### src/rtl/regx_pkg.sv
package regx_pkg;

   localparam int STREAM_LEN = 11;
   localparam logic [7:0] BRA_OFF = 8'(256 - STREAM_LEN);

   typedef enum logic [2:0] {
      K_NONE, K_PHP, K_PLP, K_STA, K_STX, K_STY, K_BRA
   } ins_e;

   typedef enum logic [1:0] {
      S_IDLE, S_ARM, S_RUN, S_DONE
   } seq_e;

   function automatic logic [7:0] stream_byte(input logic [3:0] i,
                                              input logic [7:0] dpa,
                                              input logic [15:0] absx,
                                              input logic [7:0] dpy);
      case (i)
         4'd0:    stream_byte = 8'h08;
         4'd1:    stream_byte = 8'h28;
         4'd2:    stream_byte = 8'h85;
         4'd3:    stream_byte = dpa;
         4'd4:    stream_byte = 8'h8E;
         4'd5:    stream_byte = absx[7:0];
         4'd6:    stream_byte = absx[15:8];
         4'd7:    stream_byte = 8'h84;
         4'd8:    stream_byte = dpy;
         4'd9:    stream_byte = 8'h80;
         4'd10:   stream_byte = BRA_OFF;
         default: stream_byte = 8'hEA;
      endcase
   endfunction

   function automatic ins_e stream_class(input logic [3:0] i);
      case (i)
         4'd0:    stream_class = K_PHP;
         4'd1:    stream_class = K_PLP;
         4'd2:    stream_class = K_STA;
         4'd4:    stream_class = K_STX;
         4'd7:    stream_class = K_STY;
         4'd9:    stream_class = K_BRA;
         default: stream_class = K_NONE;
      endcase
   endfunction

endpackage

### src/rtl/regx_stream.sv
module regx_stream
   import regx_pkg::*;
#(
   parameter int          IDX_W = 4,
   parameter logic [7:0]  DP_A  = 8'h02,
   parameter logic [15:0] ABS_X = 16'h4440,
   parameter logic [7:0]  DP_Y  = 8'h06
) (
   input  logic [IDX_W-1:0] sel,
   input  logic             en,
   output logic [7:0]       byte_out,
   output ins_e             cls_out
);
   logic [3:0] sel4;

   assign sel4 = 4'(sel);

   always_comb begin
      if (en) begin
         byte_out = stream_byte(sel4, DP_A, ABS_X, DP_Y);
         cls_out  = stream_class(sel4);
      end else begin
         byte_out = 8'h00;
         cls_out  = K_NONE;
      end
   end
endmodule

### src/rtl/regx_seq.sv
module regx_seq
   import regx_pkg::*;
#(
   parameter int LEN   = STREAM_LEN,
   parameter int IDX_W = $clog2(LEN + 1)
) (
   input  logic             clk,
   input  logic             rst_n,
   input  logic             start,
   input  logic             vpa,
   input  logic             vda,
   output logic [IDX_W-1:0] sel,
   output logic             force_on,
   output logic             first_take,
   output logic             active,
   output logic             clear,
   output logic             done
);
   localparam logic [IDX_W-1:0] LAST = IDX_W'(LEN);

   seq_e             st;
   logic [IDX_W-1:0] idx;
   logic             op_fetch;
   logic             run_fetch;
   logic             release_now;

   assign op_fetch    = vpa & vda;
   assign first_take  = (st == S_ARM) & op_fetch;
   assign run_fetch   = (st == S_RUN) & vpa & (idx < LAST);
   assign release_now = (st == S_RUN) & op_fetch & (idx == LAST);
   assign force_on    = first_take | run_fetch;
   assign sel         = first_take ? '0 : idx;
   assign active      = first_take | ((st == S_RUN) & ~release_now);
   assign clear       = start & ((st == S_IDLE) | (st == S_DONE));
   assign done        = (st == S_DONE);

   always_ff @(posedge clk or negedge rst_n) begin
      if (!rst_n) begin
         st  <= S_IDLE;
         idx <= '0;
      end else begin
         case (st)
            S_IDLE, S_DONE: begin
               if (start) begin
                  st  <= S_ARM;
                  idx <= '0;
               end
            end
            S_ARM: begin
               if (op_fetch) begin
                  st  <= S_RUN;
                  idx <= IDX_W'(1);
               end
            end
            S_RUN: begin
               if (release_now) begin
                  st <= S_DONE;
               end else if (run_fetch) begin
                  idx <= idx + IDX_W'(1);
               end
            end
            default: st <= S_IDLE;
         endcase
      end
   end
endmodule

### src/rtl/regx_capture.sv
module regx_capture
   import regx_pkg::*;
#(
   parameter int         ADDR_W = 16,
   parameter int         BANK_W = 8,
   parameter int         DATA_W = 8,
   parameter logic [7:0] DP_A   = 8'h02
) (
   input  logic                     clk,
   input  logic                     rst_n,
   input  logic                     clear,
   input  logic                     active,
   input  logic                     first_take,
   input  logic                     op_forced,
   input  ins_e                     cls_in,
   input  logic [ADDR_W-1:0]        addr,
   input  logic [BANK_W-1:0]        bank,
   input  logic [DATA_W-1:0]        wdata,
   input  logic                     rwn,
   input  logic                     emu,
   input  logic                     mflag,
   input  logic                     xflag,
   output logic [BANK_W+ADDR_W-1:0] pc_q,
   output logic [ADDR_W-1:0]        sp_q,
   output logic [DATA_W-1:0]        flags_q,
   output logic [3*2*DATA_W-1:0]    lanes_q,
   output logic [BANK_W-1:0]        dbr_q,
   output logic [ADDR_W-1:0]        dpr_q
);
   ins_e       cls;
   logic [1:0] wcnt;
   logic       wr_cyc;
   logic       first_wr;

   assign wr_cyc   = active & ~rwn;
   assign first_wr = wr_cyc & (wcnt == 2'd0);

   always_ff @(posedge clk or negedge rst_n) begin
      if (!rst_n) begin
         cls  <= K_NONE;
         wcnt <= 2'd0;
      end else if (clear) begin
         cls  <= K_NONE;
         wcnt <= 2'd0;
      end else if (op_forced) begin
         cls  <= cls_in;
         wcnt <= 2'd0;
      end else if (wr_cyc && wcnt != 2'd3) begin
         wcnt <= wcnt + 2'd1;
      end
   end

   always_ff @(posedge clk or negedge rst_n) begin
      if (!rst_n) begin
         pc_q    <= '0;
         sp_q    <= '0;
         flags_q <= '0;
         dbr_q   <= '0;
         dpr_q   <= '0;
      end else if (clear) begin
         pc_q    <= '0;
         sp_q    <= '0;
         flags_q <= '0;
         dbr_q   <= '0;
         dpr_q   <= '0;
      end else begin
         if (first_take) pc_q <= {bank, addr};
         if (first_wr && cls == K_PHP) begin
            sp_q    <= addr;
            flags_q <= wdata;
         end
         if (first_wr && cls == K_STA) dpr_q <= addr - ADDR_W'(DP_A);
         if (first_wr && cls == K_STX) dbr_q <= bank;
      end
   end

   for (genvar g = 0; g < 3; g++) begin : g_lane
      localparam ins_e LANE_K = (g == 0) ? K_STA : ((g == 1) ? K_STX : K_STY);
      logic [DATA_W-1:0] lo_q;
      logic [DATA_W-1:0] hi_q;
      logic              wide;
      logic              hit;

      assign hit  = (cls == LANE_K);
      assign wide = ~emu & ((g == 0) ? ~mflag : ~xflag);

      always_ff @(posedge clk or negedge rst_n) begin
         if (!rst_n) begin
            lo_q <= '0;
            hi_q <= '0;
         end else if (clear) begin
            lo_q <= '0;
            hi_q <= '0;
         end else if (wr_cyc && hit) begin
            if (wcnt == 2'd0) lo_q <= wdata;
            else if (wcnt == 2'd1 && wide) hi_q <= wdata;
         end
      end

      assign lanes_q[g*2*DATA_W +: 2*DATA_W] = {hi_q, lo_q};
   end
endmodule

### src/rtl/cpu_reg_snoop.sv
module cpu_reg_snoop
   import regx_pkg::*;
#(
   parameter int          ADDR_W = 16,
   parameter int          BANK_W = 8,
   parameter int          DATA_W = 8,
   parameter logic [7:0]  DP_A   = 8'h02,
   parameter logic [15:0] ABS_X  = 16'h4440,
   parameter logic [7:0]  DP_Y   = 8'h06
) (
   input  logic                     clk,
   input  logic                     rst_n,
   input  logic                     start,
   input  logic [ADDR_W-1:0]        cpu_addr,
   input  logic [BANK_W-1:0]        cpu_bank,
   input  logic [DATA_W-1:0]        cpu_data_in,
   input  logic                     cpu_rwn,
   input  logic                     cpu_vpa,
   input  logic                     cpu_vda,
   input  logic                     cpu_emu,
   input  logic                     cpu_mflag,
   input  logic                     cpu_xflag,
   output logic [DATA_W-1:0]        force_data,
   output logic                     force_en,
   output logic                     wr_block,
   output logic                     done,
   output logic [BANK_W+ADDR_W-1:0] pc_out,
   output logic [ADDR_W-1:0]        sp_out,
   output logic [DATA_W-1:0]        flags_out,
   output logic [2*DATA_W-1:0]      acc_out,
   output logic [2*DATA_W-1:0]      x_out,
   output logic [2*DATA_W-1:0]      y_out,
   output logic [BANK_W-1:0]        dbr_out,
   output logic [ADDR_W-1:0]        dpr_out
);
   localparam int IDX_W = $clog2(STREAM_LEN + 1);
   localparam int REG_W = 2 * DATA_W;

   if (DATA_W != 8) begin : g_bad_data_w
      $error("cpu_reg_snoop: DATA_W must be 8");
   end
   if (ADDR_W != 16) begin : g_bad_addr_w
      $error("cpu_reg_snoop: ADDR_W must be 16");
   end
   if (BANK_W < 1) begin : g_bad_bank_w
      $error("cpu_reg_snoop: BANK_W must be positive");
   end

   logic [IDX_W-1:0]   sel;
   logic               force_on;
   logic               first_take;
   logic               active;
   logic               clear;
   logic [7:0]         sbyte;
   ins_e               scls;
   logic [3*REG_W-1:0] lanes;

   regx_seq #(.LEN(STREAM_LEN), .IDX_W(IDX_W)) u_seq (
      .clk        (clk),
      .rst_n      (rst_n),
      .start      (start),
      .vpa        (cpu_vpa),
      .vda        (cpu_vda),
      .sel        (sel),
      .force_on   (force_on),
      .first_take (first_take),
      .active     (active),
      .clear      (clear),
      .done       (done)
   );

   regx_stream #(.IDX_W(IDX_W), .DP_A(DP_A), .ABS_X(ABS_X), .DP_Y(DP_Y)) u_stream (
      .sel      (sel),
      .en       (force_on),
      .byte_out (sbyte),
      .cls_out  (scls)
   );

   regx_capture #(.ADDR_W(ADDR_W), .BANK_W(BANK_W), .DATA_W(DATA_W), .DP_A(DP_A)) u_cap (
      .clk        (clk),
      .rst_n      (rst_n),
      .clear      (clear),
      .active     (active),
      .first_take (first_take),
      .op_forced  (force_on & cpu_vda),
      .cls_in     (scls),
      .addr       (cpu_addr),
      .bank       (cpu_bank),
      .wdata      (cpu_data_in),
      .rwn        (cpu_rwn),
      .emu        (cpu_emu),
      .mflag      (cpu_mflag),
      .xflag      (cpu_xflag),
      .pc_q       (pc_out),
      .sp_q       (sp_out),
      .flags_q    (flags_out),
      .lanes_q    (lanes),
      .dbr_q      (dbr_out),
      .dpr_q      (dpr_out)
   );

   assign force_data = DATA_W'(sbyte);
   assign force_en   = force_on;
   assign wr_block   = active & ~cpu_rwn;
   assign acc_out    = lanes[0*REG_W +: REG_W];
   assign x_out      = lanes[1*REG_W +: REG_W];
   assign y_out      = lanes[2*REG_W +: REG_W];
endmodule

### config.mk
export PLATFORM = sky130hd
export DESIGN_NAME = cpu_reg_snoop
export DESIGN_NICKNAME = d
export VERILOG_FILES = /design/src/rtl/regx_pkg.sv /design/src/rtl/regx_stream.sv /design/src/rtl/regx_seq.sv /design/src/rtl/regx_capture.sv /design/src/rtl/cpu_reg_snoop.sv
export SDC_FILE = /design/constraint.sdc
export NUM_CORES = 1
export LEC_CHECK = 0
export CAP_MARGIN = 5
export CORE_UTILIZATION = 52
export CTS_BUF_LIST = sky130_fd_sc_hd__clkbuf_4 sky130_fd_sc_hd__clkbuf_8 sky130_fd_sc_hd__clkbuf_16
export DETAILED_ROUTE_END_ITERATION = 10
export GPL_ROUTABILITY_DRIVEN = 0
export PLACE_DENSITY = 0.89
export REMOVE_ABC_BUFFERS = 1
export SLEW_MARGIN = 40
export SYNTH_ARGS = -nofsm -noshare
export SYNTH_HDL_FRONTEND = slang
export SYNTH_SLANG_ARGS = --single-unit
### constraint.sdc
create_clock -name clk -period 5.2 [get_ports clk]
set_input_delay 1.04 -clock clk [delete_from_list [all_inputs] [get_ports clk]]
set_output_delay 1.04 -clock clk [all_outputs]
set_load 0.01 [all_outputs]
# After elaboration in Yosys (flattened, before gate mapping)

Memory sizes are Yosys's and may differ from the RTL's.
Index checks and enable logic that the tools add are counted.

Memories: 1
Bits in read-only memories: 128
Logic and storage cells: 140
Input bits: 41
Register bits: 131
Bits in writable memories: 0
Bits in latches: 0

Bitwise operators: 21
Equality and inequality tests: 21
Magnitude comparators: 1
Reductions and logical operators: 33
Divide/modulo/power cells: 0
Shift-type cells: 0
Multiply operators: 0
Multiplexer cells: 45
Add/subtract/negate cells: 3

Memory list:

| name            | depth | bits a word | read ports | clocked after memory_dff | write ports | RTL line       | RTL |
|---|---|---|---|---|---|---|---|
| (no name shown) | 16    | 8           | 1          | 0                        | 0           | regx_pkg.sv:18 | `case (i)` |

Operators with widths:

| cell                    | number |
|---|---|
| $mux W8                 | 22 |
| $mux W16                | 4 |
| $mux W24                | 2 |
| $reduce_bool A2 Y1      | 11 |
| $mux W4                 | 5 |
| $pmux W3 S6             | 1 |
| $sub A16 B2 Y16 const B | 1 |
| $and A1 B1 Y1           | 13 |
| $mux W2                 | 6 |
| $pmux W4 S3             | 1 |
| $reduce_and A3 Y1       | 4 |
| $logic_and A1 B1 Y1     | 9 |
| $mux W3                 | 3 |
| $eq A4 B3 Y1 const B    | 2 |
| $eq A4 B4 Y1 const B    | 2 |
| $ne A2 B2 Y1 const B    | 4 |
| $eq A3 B3 Y1 const B    | 2 |
| $ne A2 B1 Y1 const B    | 3 |
| $pmux W2 S3             | 1 |
| $reduce_and A2 Y1       | 3 |
| $not A1 Y1              | 5 |
| $add A4 B1 Y4 const B   | 1 |
| $eq A2 B1 Y1 const B    | 2 |
| $eq A2 B2 Y1 const B    | 2 |
| other kinds (12)        | 15 |

# Longest topological paths before layout

Depth in word-level cells: 11
Mapped depth: 12
Mapped depth without buffers: 10

# By module

A second synthesis with hierarchy kept.

Cells, all modules: 582
Area total of the unflattened synthesis: 6162.2 sq um

By module, submodules not included:

| module        | cells each | instances | area an instance (sq um) | sequential area each (sq um) |
|---|---|---|---|---|
| regx_capture  | 485        | 1         | 5406.4                   | 3128.0 |
| regx_seq      | 51         | 1         | 446.7                    | 150.1 |
| regx_stream   | 44         | 1         | 289.0                    | 0.0 |
| cpu_reg_snoop | 2          | 1         | 20.0                     | 0.0 |

# Worst setup path before layout

Ideal clock, no wire load.

Path kind: input to output
From: in cpu_vpa
To: out force_data[1]
Path slack: 1.445 ns
Data arrival time: 2.715 ns
Stages on the path: 8
Cell sequence: nand3_1 clkbuf_1 clkbuf_1 nand2_1 ha_1 nand3_1 o21ai_0 a221oi_1

Cells in the longest elaborated chain, start to end: 5
Elaborated cells on any way between the ends: 8
Classes of those cells: mux: 2; bitwise: 5; memory: 1

RTL lines:

| element        | RTL line            | RTL |
|---|---|---|
| from (decl)    | cpu_reg_snoop.sv:18 | `input logic cpu_vpa,` |
| $and A1 B1 Y1  | regx_seq.sv:27      | `assign op_fetch = vpa & vda;` |
| $and A1 B1 Y1  | regx_seq.sv:28      | `assign first_take = (st == S_ARM) & op_fetch;` |
| $mux W4        | regx_seq.sv:32      | `assign sel = first_take ? '0 : idx;` |
| $mem_v2 Z16 W8 | -                   |  |
| $mux W8 (*)    | regx_stream.sv:19   | `if (en) begin` |
| to (decl)      | cpu_reg_snoop.sv:23 | `output logic [DATA_W-1:0] force_data,` |

Mark *: on every way between the ends. The rest lies on a longest branch, timed or not.

# Worst setup path after layout

From: in cpu_vda
To: out force_data[1]

Cells in the longest elaborated chain, start to end: 5
Elaborated cells on any way between the ends: 6
Classes of those cells: mux: 2; bitwise: 3; memory: 1

RTL lines:

| element           | RTL line            | RTL |
|---|---|---|
| from (decl)       | cpu_reg_snoop.sv:19 | `input logic cpu_vda,` |
| $and A1 B1 Y1 (*) | regx_seq.sv:27      |  |
| $and A1 B1 Y1 (*) | regx_seq.sv:28      |  |
| $mux W4           | regx_seq.sv:32      |  |
| $mem_v2 Z16 W8    | -                   |  |
| $mux W8 (*)       | regx_stream.sv:19   |  |

Marks and branches as above.

==> results.tsv <==
metric	value	unit
final_nets	854	
ir_worst_vdd	297	uV
clk_path_buf_depth	2	
synth_edf_count	0	
clockPowerShare	0.373	
start_util	0.535	
cts_tree	yes	
p_sw	1.17	mW
avgSynthCellArea	9.62	sq um
fin_setup_tns	0	ps
fin_crit_sh	0.893	
port-buffer-count	171	
vias	5463	
startpoint	cpu_vda	
drtIter0Drc	378	
syn2layout_area_growth	41.2	%
antenna_found_initial	0	
place_area	7970	sq um
pin_count	172	
status	finished clean	
p_comb_frac	0.289	
core	11500	sq um
dp.cells	922	
highest_layer	met4	
cts_sinks	131	
cts_made_buffers	17	
cap_viol_max_count	0	
hold_path.startpoint	u_cap.dbr_q[1]	
clkSlewWorstSetupHoldPaths	60	ps
power	3.68	mW
finalHoldViolations	0	
worstSkewPairLatency	420	ps
crit_type	primary input to primary output	
fmax	0.215	GHz
postRouteAntennaNets	0	
slew_headroom	0.484	
drive_gt1_frac	0.0665	
grt_remaining_overflow	0	
hold_buffers	0	
met2WireLength	8690	um
post-cts-setup-buffer-count	0	
wl_met1	6850	um
ys.flop_type	dfrtp_1	
p_int	2.51	mW
setup_violations	0	
r2r_end	u_cap.g_lane[1].lo_q[2]	
r2r_slack	2320	ps
min_period	4650	ps
ctsResizeCount	0	
grt_use_total	0.297	
synthDistinctLibCells	45	
async_flop_share	1.00	
synth_warnings	0	
ys_ff_latch	131	
timing.final.ws_setup	554	ps
finalWirelength	17300	um
swShare	0.319	
hp-class	flop to flop	
clockRootBuffer	clkbuf_16	
r2r_cells	7	
h-tree-depth	4	
synthCells	638	
grt_pass1_vias	5558	
num_antenna_cells	0	
dieArea	12200	sq um
critPathArrivalTime	3610	ps
drtPass1Iterations	6	
grt_max_degree	66	
holdPathEnd	u_cap.dbr_q[1]	
fin_skew	11.1	ps
tightestPinTransition	768	ps
dp_hpwl	11900	um
drc	0	
seqPwrFrac	0.337	
rsz0062_at_grt	false	
pre_cts_slack	571	ps
power_density	425	nW/um^2
instances_no_fill	955	
worstPathMaxFanout	12	
wl_per_cell	18.2	um
end_kind	primary output	
finalMaxSlewViolations	0	
synth_seq_area_share	0.534	
fp.dieW	111	um
wl_met3	1250	um
grt_pass1_wl	28600	um
die_h	111	um
syn_area	6140	sq um
p_leak	3.94	nW
cp-start-kind	primary input	
finalInstanceArea	8660	sq um
worstPathRequired	4160	ps
rows	39	
via_per_inst	5.72	
min_path_cells	2	
rr_startpoint	u_seq.st[1]	
-- sequential cells by signal, summed over array words and instances (netlist names) --
register / flops
u_cap.pc_q: 24
u_cap.g_lane.lo_q: 24
u_cap.cls: 3
u_cap.dbr_q: 8
u_cap.dpr_q: 16
u_seq.st: 2
u_cap.flags_q: 8
u_cap.g_lane.hi_q: 24
u_seq.idx: 4
u_cap.wcnt: 2
u_cap.sp_q: 16
-- cells by family (layout without fill, tap and decap cells) --
group | Yosys count | count (layout) | share of synthesized area
AO/OA/AOI/OAI | 119 | 119 | 0.110
XOR/XNOR | 13 | 13 | 0.0186
adder cells (fa/ha/maj) | 14 | 14 | 0.0285
buffers and inverters | 53 | 227 | 0.0365
flip-flops | 131 | 131 | 0.534
multiplexers | 53 | 53 | 0.0864
AND/OR/NAND/NOR | 255 | 255 | 0.186
-- how the worst max path moves through the flow --
stage | end | slack [ps]
after detailed placement | force_data[1] | 570
after global placement | force_data[1] | 680
after global routing | force_data[1] | 360
final | force_data[1] | 550
after CTS | force_data[1] | 560
after floorplan | u_cap.wcnt[0] | 770
-- layout make-up --
type                    count  area [sq um]
clock buffers              19           453
clock inverters            13           229
fillers                   746          2800
inverters                  13          48.8
multi-input cells         454          2680
flip-flops and latches    131          3280
well taps                 143           179
repair buffers            182          1800
-- per-layer routing --
metal | vias up | global-route usage
met5 | - | 0
met3 | 38 | 0.0741
met2 | 251 | 0.486
met4 | 0 | 0.156
met1 | 2675 | 0.365
li1 | 2499 | -
-- worst max-delay path, cell delays in order --
cell	delay, ps
clkdlybuf4s50_1	590
nand3_1	340
nand2_1	270
ha_1	270
o21ai_0	170
a221oi_1	340
clkdlybuf4s50_1	600
-- per-stage QoR --
stage / hold WS, ps / util
floorplan: 539 / -
global placement: 483 / 0.692
detailed placement: 500 / 0.695
CTS: 514 / 0.755
global route: 549 / 0.755
finish: 508 / 0.755
-- cell usage after synthesis (2+ instances only) --
cell type | n | area [sq um]
xnor2_1 | 4 | 35.0
a21oi_1 | 54 | 270
nor3_1 | 8 | 40.0
buf_6 | 2 | 22.5
a311oi_1 | 2 | 17.5
inv_1 | 13 | 48.8
nand4b_1 | 2 | 17.5
ha_1 | 14 | 175
mux2i_1 | 53 | 531
nand2b_1 | 6 | 37.5
nand4_1 | 2 | 12.5
a211oi_1 | 8 | 60.1
nor4_1 | 2 | 12.5
nand2_1 | 112 | 420
o31ai_1 | 2 | 15.0
nand3_1 | 32 | 160
nor3_2 | 2 | 20.0
clkbuf_1 | 30 | 113
xor2_1 | 9 | 78.8
or4_1 | 4 | 30.0
buf_1 | 2 | 7.51
nor2_1 | 72 | 270
or3_1 | 4 | 25.0
o21ai_0 | 41 | 205
buf_2 | 5 | 25.0
dfrtp_1 | 131 | 3280
nor4bb_1 | 2 | 20.0
and3_1 | 2 | 12.5
a41o_1 | 2 | 20.0
-- power by group through the flow --
stage,clock network [mW],registers (mW),logic (mW)
after floorplan,0,1.29,0.484
after global placement,0,1.24,0.990
after detailed placement,0,1.26,1.04
after CTS,1.39,1.24,1.05
after global routing,1.43,1.26,1.15
final,1.37,1.24,1.06
-- placed cells by master, fill, tap and decap left out, drive strengths merged, types with 4 or more instances in the layout --
cell type | netlist | routed
a211oi | 8 | 8
a21oi | 54 | 54
buf | 10 | 11
bufinv | 0 | 6
clkbuf | 30 | 20
clkdlybuf4s50 | 0 | 170
clkinv | 0 | 5
dfrtp | 131 | 131
ha | 14 | 14
inv | 13 | 14
mux2i | 53 | 53
nand2 | 112 | 112
nand2b | 6 | 6
nand3 | 32 | 32
nor2 | 72 | 72
nor3 | 10 | 10
nor4 | 4 | 4
o21ai | 42 | 42
or3 | 4 | 4
or4 | 4 | 4
xnor2 | 4 | 4
xor2 | 9 | 9
Note: power is estimated with default switching activity, not from simulation.
